[src/rtl/spi_fe_pkg.sv]
package spi_fe_pkg;
   localparam int PIN_N    = 4;
   localparam int PIN_SCK  = 0;
   localparam int PIN_SI   = 1;
   localparam int PIN_CS   = 2;
   localparam int PIN_HOLD = 3;
   // synchronizer reset levels: chip select resets low so that a select held
   // across reset never shows a falling edge; hold resets inactive
   localparam logic [PIN_N-1:0] PIN_RST = 4'b1000;
endpackage

[src/rtl/spi_fe_sync.sv]
module spi_fe_sync #(
   parameter int             W      = 4,
   parameter int             STAGES = 2,
   parameter logic [W-1:0]   RST    = '0
) (
   input  logic         clk,
   input  logic         rst_n,
   input  logic [W-1:0] d,
   output logic [W-1:0] q
);
   if (STAGES < 2) begin : g_bad_stages
      $error("spi_fe_sync: STAGES must be at least 2");
   end

   logic [W-1:0] stg [STAGES];

   for (genvar s = 0; s < STAGES; s++) begin : g_stage
      always_ff @(posedge clk or negedge rst_n) begin
         if (!rst_n)      stg[s] <= RST;
         else if (s == 0) stg[s] <= d;
         else             stg[s] <= stg[(s == 0) ? 0 : s-1];
      end
   end

   assign q = stg[STAGES-1];
endmodule

[src/rtl/spi_fe_edge.sv]
module spi_fe_edge #(
   parameter int           W   = 4,
   parameter logic [W-1:0] RST = '0
) (
   input  logic         clk,
   input  logic         rst_n,
   input  logic [W-1:0] lvl,
   output logic [W-1:0] rise,
   output logic [W-1:0] fall
);
   logic [W-1:0] lvl_d;

   always_ff @(posedge clk or negedge rst_n) begin
      if (!rst_n) lvl_d <= RST;
      else        lvl_d <= lvl;
   end

   for (genvar i = 0; i < W; i++) begin : g_bit
      assign rise[i] =  lvl[i] & ~lvl_d[i];
      assign fall[i] = ~lvl[i] &  lvl_d[i];
   end
endmodule

[src/rtl/spi_fe_ctrl.sv]
module spi_fe_ctrl (
   input  logic clk,
   input  logic rst_n,
   input  logic sck_s,
   input  logic hold_s,
   input  logic cs_s,
   input  logic sck_rise,
   input  logic sck_fall,
   input  logic cs_rise,
   input  logic cs_fall,
   output logic armed,
   output logic hold_act,
   output logic sck_rise_g,
   output logic sck_fall_g,
   output logic frame_clr,
   output logic frame_end,
   output logic so_oe
);
   logic active;
   logic hold_nxt;

   assign active     = armed & ~cs_s;
   assign sck_rise_g = sck_rise & active & ~hold_act;
   assign sck_fall_g = sck_fall & active & ~hold_act;
   assign frame_clr  = cs_rise & armed;

   always_comb begin
      hold_nxt = hold_act;
      if (!active)        hold_nxt = 1'b0;
      else if (!hold_act) hold_nxt = ~hold_s & ~sck_s;
      else if (hold_s && !sck_s) hold_nxt = 1'b0;
   end

   always_ff @(posedge clk or negedge rst_n) begin
      if (!rst_n) begin
         armed     <= 1'b0;
         hold_act  <= 1'b0;
         frame_end <= 1'b0;
         so_oe     <= 1'b0;
      end else begin
         if (cs_fall) armed <= 1'b1;
         hold_act  <= hold_nxt;
         frame_end <= frame_clr;
         so_oe     <= active & ~hold_act;
      end
   end
endmodule

[src/rtl/spi_fe_shift.sv]
module spi_fe_shift #(
   parameter int DATA_W = 8,
   localparam int CNT_W = $clog2(DATA_W)
) (
   input  logic              clk,
   input  logic              rst_n,
   input  logic              si_s,
   input  logic              sck_rise_g,
   input  logic              sck_fall_g,
   input  logic              cs_fall,
   input  logic              frame_clr,
   input  logic [DATA_W-1:0] tx_byte,
   output logic [DATA_W-1:0] rx_byte,
   output logic              rx_valid,
   output logic              so_bit,
   output logic [CNT_W-1:0]  bit_cnt
);
   localparam logic [CNT_W-1:0] LAST = CNT_W'(DATA_W-1);

   logic [DATA_W-1:0] rx_sh;
   logic [DATA_W-1:0] tx_sh;
   logic [DATA_W-1:0] rx_nxt;
   logic              need_shift;
   logic              byte_done;

   assign rx_nxt = {rx_sh[DATA_W-2:0], si_s};

   always_ff @(posedge clk or negedge rst_n) begin
      if (!rst_n) begin
         rx_sh      <= '0;
         tx_sh      <= '0;
         rx_byte    <= '0;
         rx_valid   <= 1'b0;
         so_bit     <= 1'b0;
         bit_cnt    <= '0;
         need_shift <= 1'b0;
         byte_done  <= 1'b0;
      end else begin
         rx_valid <= 1'b0;
         if (cs_fall || frame_clr) begin
            bit_cnt    <= '0;
            rx_sh      <= '0;
            need_shift <= 1'b0;
            byte_done  <= 1'b0;
            if (cs_fall) begin
               so_bit <= tx_byte[DATA_W-1];
               tx_sh  <= tx_byte << 1;
            end
         end else if (sck_rise_g) begin
            rx_sh      <= rx_nxt;
            need_shift <= 1'b1;
            if (bit_cnt == LAST) begin
               rx_byte   <= rx_nxt;
               rx_valid  <= 1'b1;
               bit_cnt   <= '0;
               byte_done <= 1'b1;
            end else begin
               bit_cnt <= bit_cnt + 1'b1;
            end
         end else if (sck_fall_g && need_shift) begin
            need_shift <= 1'b0;
            byte_done  <= 1'b0;
            if (byte_done) begin
               so_bit <= tx_byte[DATA_W-1];
               tx_sh  <= tx_byte << 1;
            end else begin
               so_bit <= tx_sh[DATA_W-1];
               tx_sh  <= tx_sh << 1;
            end
         end
      end
   end
endmodule

[src/rtl/spi_slave_fe.sv]
module spi_slave_fe
   import spi_fe_pkg::*;
#(
   parameter int DATA_W      = 8,
   parameter int SYNC_STAGES = 2,
   localparam int CNT_W      = $clog2(DATA_W)
) (
   input  logic              clk,
   input  logic              rst_n,
   input  logic              sck_i,
   input  logic              si_i,
   input  logic              cs_n_i,
   input  logic              hold_n_i,
   input  logic [DATA_W-1:0] tx_byte_i,
   output logic              so_o,
   output logic              so_oe_o,
   output logic [DATA_W-1:0] rx_byte_o,
   output logic              rx_valid_o,
   output logic              frame_end_o
);
   if (DATA_W < 2) begin : g_bad_width
      $error("spi_slave_fe: DATA_W must be at least 2");
   end

   logic [PIN_N-1:0] pins_raw, pins_s, pins_rise, pins_fall;
   logic             armed, hold_act, sck_rise_g, sck_fall_g, frame_clr;
   logic [CNT_W-1:0] bit_cnt;

   assign pins_raw[PIN_SCK]  = sck_i;
   assign pins_raw[PIN_SI]   = si_i;
   assign pins_raw[PIN_CS]   = cs_n_i;
   assign pins_raw[PIN_HOLD] = hold_n_i;

   spi_fe_sync #(.W(PIN_N), .STAGES(SYNC_STAGES), .RST(PIN_RST)) u_sync (
      .clk(clk), .rst_n(rst_n), .d(pins_raw), .q(pins_s)
   );

   spi_fe_edge #(.W(PIN_N), .RST(PIN_RST)) u_edge (
      .clk(clk), .rst_n(rst_n), .lvl(pins_s), .rise(pins_rise), .fall(pins_fall)
   );

   spi_fe_ctrl u_ctrl (
      .clk(clk), .rst_n(rst_n),
      .sck_s(pins_s[PIN_SCK]), .hold_s(pins_s[PIN_HOLD]), .cs_s(pins_s[PIN_CS]),
      .sck_rise(pins_rise[PIN_SCK]), .sck_fall(pins_fall[PIN_SCK]),
      .cs_rise(pins_rise[PIN_CS]), .cs_fall(pins_fall[PIN_CS]),
      .armed(armed), .hold_act(hold_act),
      .sck_rise_g(sck_rise_g), .sck_fall_g(sck_fall_g),
      .frame_clr(frame_clr), .frame_end(frame_end_o), .so_oe(so_oe_o)
   );

   spi_fe_shift #(.DATA_W(DATA_W)) u_shift (
      .clk(clk), .rst_n(rst_n), .si_s(pins_s[PIN_SI]),
      .sck_rise_g(sck_rise_g), .sck_fall_g(sck_fall_g),
      .cs_fall(pins_fall[PIN_CS]), .frame_clr(frame_clr),
      .tx_byte(tx_byte_i), .rx_byte(rx_byte_o), .rx_valid(rx_valid_o),
      .so_bit(so_o), .bit_cnt(bit_cnt)
   );

   logic unused_ok;
   assign unused_ok = &{1'b0, pins_rise[PIN_SI], pins_fall[PIN_SI],
                        pins_rise[PIN_HOLD], pins_fall[PIN_HOLD]};
endmodule

[config.mk]
export PLATFORM = sky130hd
export DESIGN_NAME = spi_slave_fe
export DESIGN_NICKNAME = d
export VERILOG_FILES = /design/src/rtl/spi_fe_pkg.sv /design/src/rtl/spi_fe_sync.sv /design/src/rtl/spi_fe_edge.sv /design/src/rtl/spi_fe_ctrl.sv /design/src/rtl/spi_fe_shift.sv /design/src/rtl/spi_slave_fe.sv
export SDC_FILE = /design/constraint.sdc
export NUM_CORES = 1
export LEC_CHECK = 0
export BUFFER_PORTS_ARGS = -buffer_cell sky130_fd_sc_hd__buf_2
export CORE_MARGIN = 3
export CORE_UTILIZATION = 55
export DETAILED_ROUTE_END_ITERATION = 12
export PLACE_DENSITY = 0.79
export SETUP_SLACK_MARGIN = 0.15
export SLEW_MARGIN = 5
export SYNTH_ARGS = -nofsm -noshare
export SYNTH_HDL_FRONTEND = slang
export SYNTH_SLANG_ARGS = --single-unit
[constraint.sdc]
create_clock -name clk -period 2.95 [get_ports clk]
set_clock_uncertainty 0.1 [all_clocks]
set_input_delay 0.4425 -clock clk [delete_from_list [all_inputs] [get_ports clk]]
set_output_delay 0.4425 -clock clk [all_outputs]
set_load 0.005 [all_outputs]
==> flow_summary.toml <==
[status]
status = "completed"

[floorplan]
coreArea_sq_mm = 0.00308
fp.dieW_um = 63.1
ios = 26
die_y_um = 63.1
start_util = 0.582
dieArea_sq_mm = 0.00398
row_count = 20

[run]
maxCapViolations = 0

[timing]
setup_viol = 0
max_slew.worst_pin.slew_ns = 0.892
finalHoldViolations = 0
fin_hold_ws_ns = 0.0629
fmax_ghz = 0.507
timing.final.crit_share = 0.668
slew_headroom = 0.405
timing.final.crit_period_ns = 1.97
finalSetupTns_ns = 0
slew_viol_final = 0
rsz0062_at_grt = "false"

[route]
drtAntennaViolNets = 0
drt-initial-drc-count = 57
drt-vias-per-instance = 5.74
route.detailed.drc = 0
finalWirelength_um = 3210
vias = 1211
wl_per_cell_um = 15.2
dr.pass1.iters = 4

[pwr]
vdd_drop_max_v = 0.000494
comb_power_share = 0.091
powerDensity_mw_per_mm2 = 566
p_seq_frac = 0.567
internal_power_uw = 869
p_switching_uw = 273
swShare = 0.239
p_leak_nw = 0.955
clkPwrFrac = 0.342

[synthesis]
synth-compound-area-share = 0.168
synth-edff-count = 0
ys_warn_count = 0
ys_seq_area_frac = 0.602
synthMuxAreaShare = 0.0566
synth_top_flop_cell = "dfrtp_1"
syn_nets = 159
syn-mean-instance-area_sq_um = 12.5
synthAdderAreaFrac = 0.0140
synthCells = 143
async_flop_share = 1.00
synth.distinct_cells = 33
syn_area_sq_mm = 0.00179
synth-simple-area-share = 0.104
synth_seq_cells = 43
synthXorXnorAreaFrac = 0
synth_top_family_by_area = "compound AO/OA/AOI/OAI gates"

[grt]
overflow = 0
grt_pass1_vias = 1233
antenna_found_initial = 0
grt.total_usage = 0.180
grt_max_degree = 44
grt_first_pass_wirelength_um = 5460

[clocking]
path_clk_slew_ns = 0.14
cts_tree = "done"
clk_latency_ns = 0.38
cts_resized = 0
cts_sinks = 43
h-tree-depth = 2
hold_buffers = 0
clk_path_buf_depth = 2
post-cts-setup-buffers = 0
root_buffer = "clkbuf_4"
cts_buffers = 5

[critical_path]
setup.worst_path.end = "u_shift.tx_sh[1]$_DFFE_PN0P_"
required_ns = 3.14
path_class = "reg -> reg"
r2r.worst_path.cells = 3
start_kind = "flip-flop"
startpoint = "u_sync.q[2]$_DFF_PN0_"
r2r_start = "u_sync.q[2]$_DFF_PN0_"
crit_chain = "nor3b_4 > a21o_2 > mux2_2"
r2r_slack_ns = 0.98
cp_top_family = "simple AND/OR/NAND/NOR gates"
worstSetupPathDepth = 3
slowest_delay_ns = 0.64
critPathCaptureType = "flip-flop"
cp.arrival_ns = 2.16
r2r_end = "u_shift.tx_sh[1]$_DFFE_PN0P_"
crit_slowest_cell = "nor3b_4"
path_max_fanout = 17
critical_path_buf_inv_count = 0

[place]
hpwlAfterDp_um = 2170
gp_congestion = 0.780
numPortBuffers = 25

[final_layout]
fillerInstances = 240
insertedDiodeCount = 0
seqCellArea_sq_mm = 0.00108
drive_gt1_frac = 0.305
multi_input_area_sq_um = 613
final_common_cell = "dfrtp_1"
syn_to_final_growth_pct = 12.6
most-common-layout-cells = "dfrtp_1 (41), buf_2 (25), inv_1 (14)"
nets = 182

[hold_path]
min_path_type = "in -> async"
## synthesized netlist by cell type (2+ instances only)
master    number  area [sq um]
dfrtp_1       41          1030
inv_1         14          52.6
o31ai_1       11          82.6
mux2_2         9           101
a211oi_1       8          60.1
a31oi_1        7          43.8
nand4_1        7          43.8
o32ai_1        6          52.6
buf_2          5          25.0
nand3_1        4          20.0
clkbuf_1       3          11.3
dfstp_2        2          52.6
ha_1           2          25.0
nand2b_1       2          12.5
nor2_1         2          7.51
nor3b_1        2          15.0
o21ai_0        2          10.0
## cells by family after synthesis
family	Yosys count
adders and majority gates	2
DFF	43
buffers and inverters	24
and+or+nand+nor	25
muxes	9
AOI/OAI and AO/OA	40
## registers in the layout (all words and copies together), names as in the netlist
name,count
u_ctrl.so_oe,1
u_ctrl.hold_act,1
u_sync.q,4
u_shift.need_shift,1
u_shift.byte_done,1
u_edge.lvl_d,2
u_sync.stg,4
u_shift.rx_sh,7
u_shift.so_bit,1
u_ctrl.armed,1
u_shift.tx_sh,7
u_shift.rx_byte,8
u_ctrl.frame_end,1
u_shift.rx_valid,1
u_shift.bit_cnt,3
## metrics by stage
step	setup WS, ns	std cells	instance area [sq um]	power, mW	util
after detailed placement	0.958	203	1930	0.764	0.628
after CTS	0.964	211	2020	1.15	0.656
final	0.978	211	2020	1.14	0.656
after global routing	0.882	211	2020	1.20	0.656
after global placement	1.00	203	1930	0.756	0.628
after floorplan	1.30	143	1790	0.723	-
## worst min path at each step
stage                            start                  endpoint  slack (ns)  cells after the start
2_1_floorplan                    rst_n  u_ctrl.armed$_DFFE_PN0P_        0.05                      0
4_1_cts                       hold_n_i   u_sync.stg[7]$_DFF_PN1_        0.06                      1
5_1_grt                       hold_n_i   u_sync.stg[7]$_DFF_PN1_        0.04                      1
3_5_place_dp   u_sync.stg[4]$_DFF_PN0_     u_sync.q[0]$_DFF_PN0_        0.24                      0
6_report                         rst_n  u_ctrl.armed$_DFFE_PN0P_        0.06                      1
3_3_place_gp   u_sync.stg[6]$_DFF_PN0_     u_sync.q[2]$_DFF_PN0_        0.23                      0
## power by group through the flow
stage          registers, mW  logic [mW]  clock network [mW]
2_1_floorplan          0.652      0.0713                   0
3_3_place_gp           0.656      0.0999                   0
3_5_place_dp           0.659       0.105                   0
4_1_cts                0.647       0.105               0.396
5_1_grt                0.653       0.116               0.430
6_report               0.648       0.104               0.390
## layer usage
layer	part of all wire	routed length, um	up-vias	track usage
met4	0.022	70	0	0.0937
met5	0	0	-	0
met3	0.050	159	6	0.0766
met2	0.50	1590	23	0.281
met1	0.43	1390	603	0.210
li1	-	-	579	-
## worst register-to-register path, stage by stage, from the launching register on
cell and delay [ns]:
dfrtp_1 0.50, nor3b_4 0.64, a21o_2 0.32, mux2_2 0.35
## layout make-up
| cell class | count | area share |
|---|---|---|
| Clock buffer | 6 | 0.0254 |
| Multi-Input combinational cell | 76 | 0.304 |
| Tap cell | 44 | 0.0273 |
| Inverter | 14 | 0.0260 |
| Clock inverter | 2 | 0.0174 |
| Timing Repair Buffer | 26 | 0.0657 |
| Sequential cell | 43 | 0.534 |
Note: power is estimated with default switching activity, not from simulation.
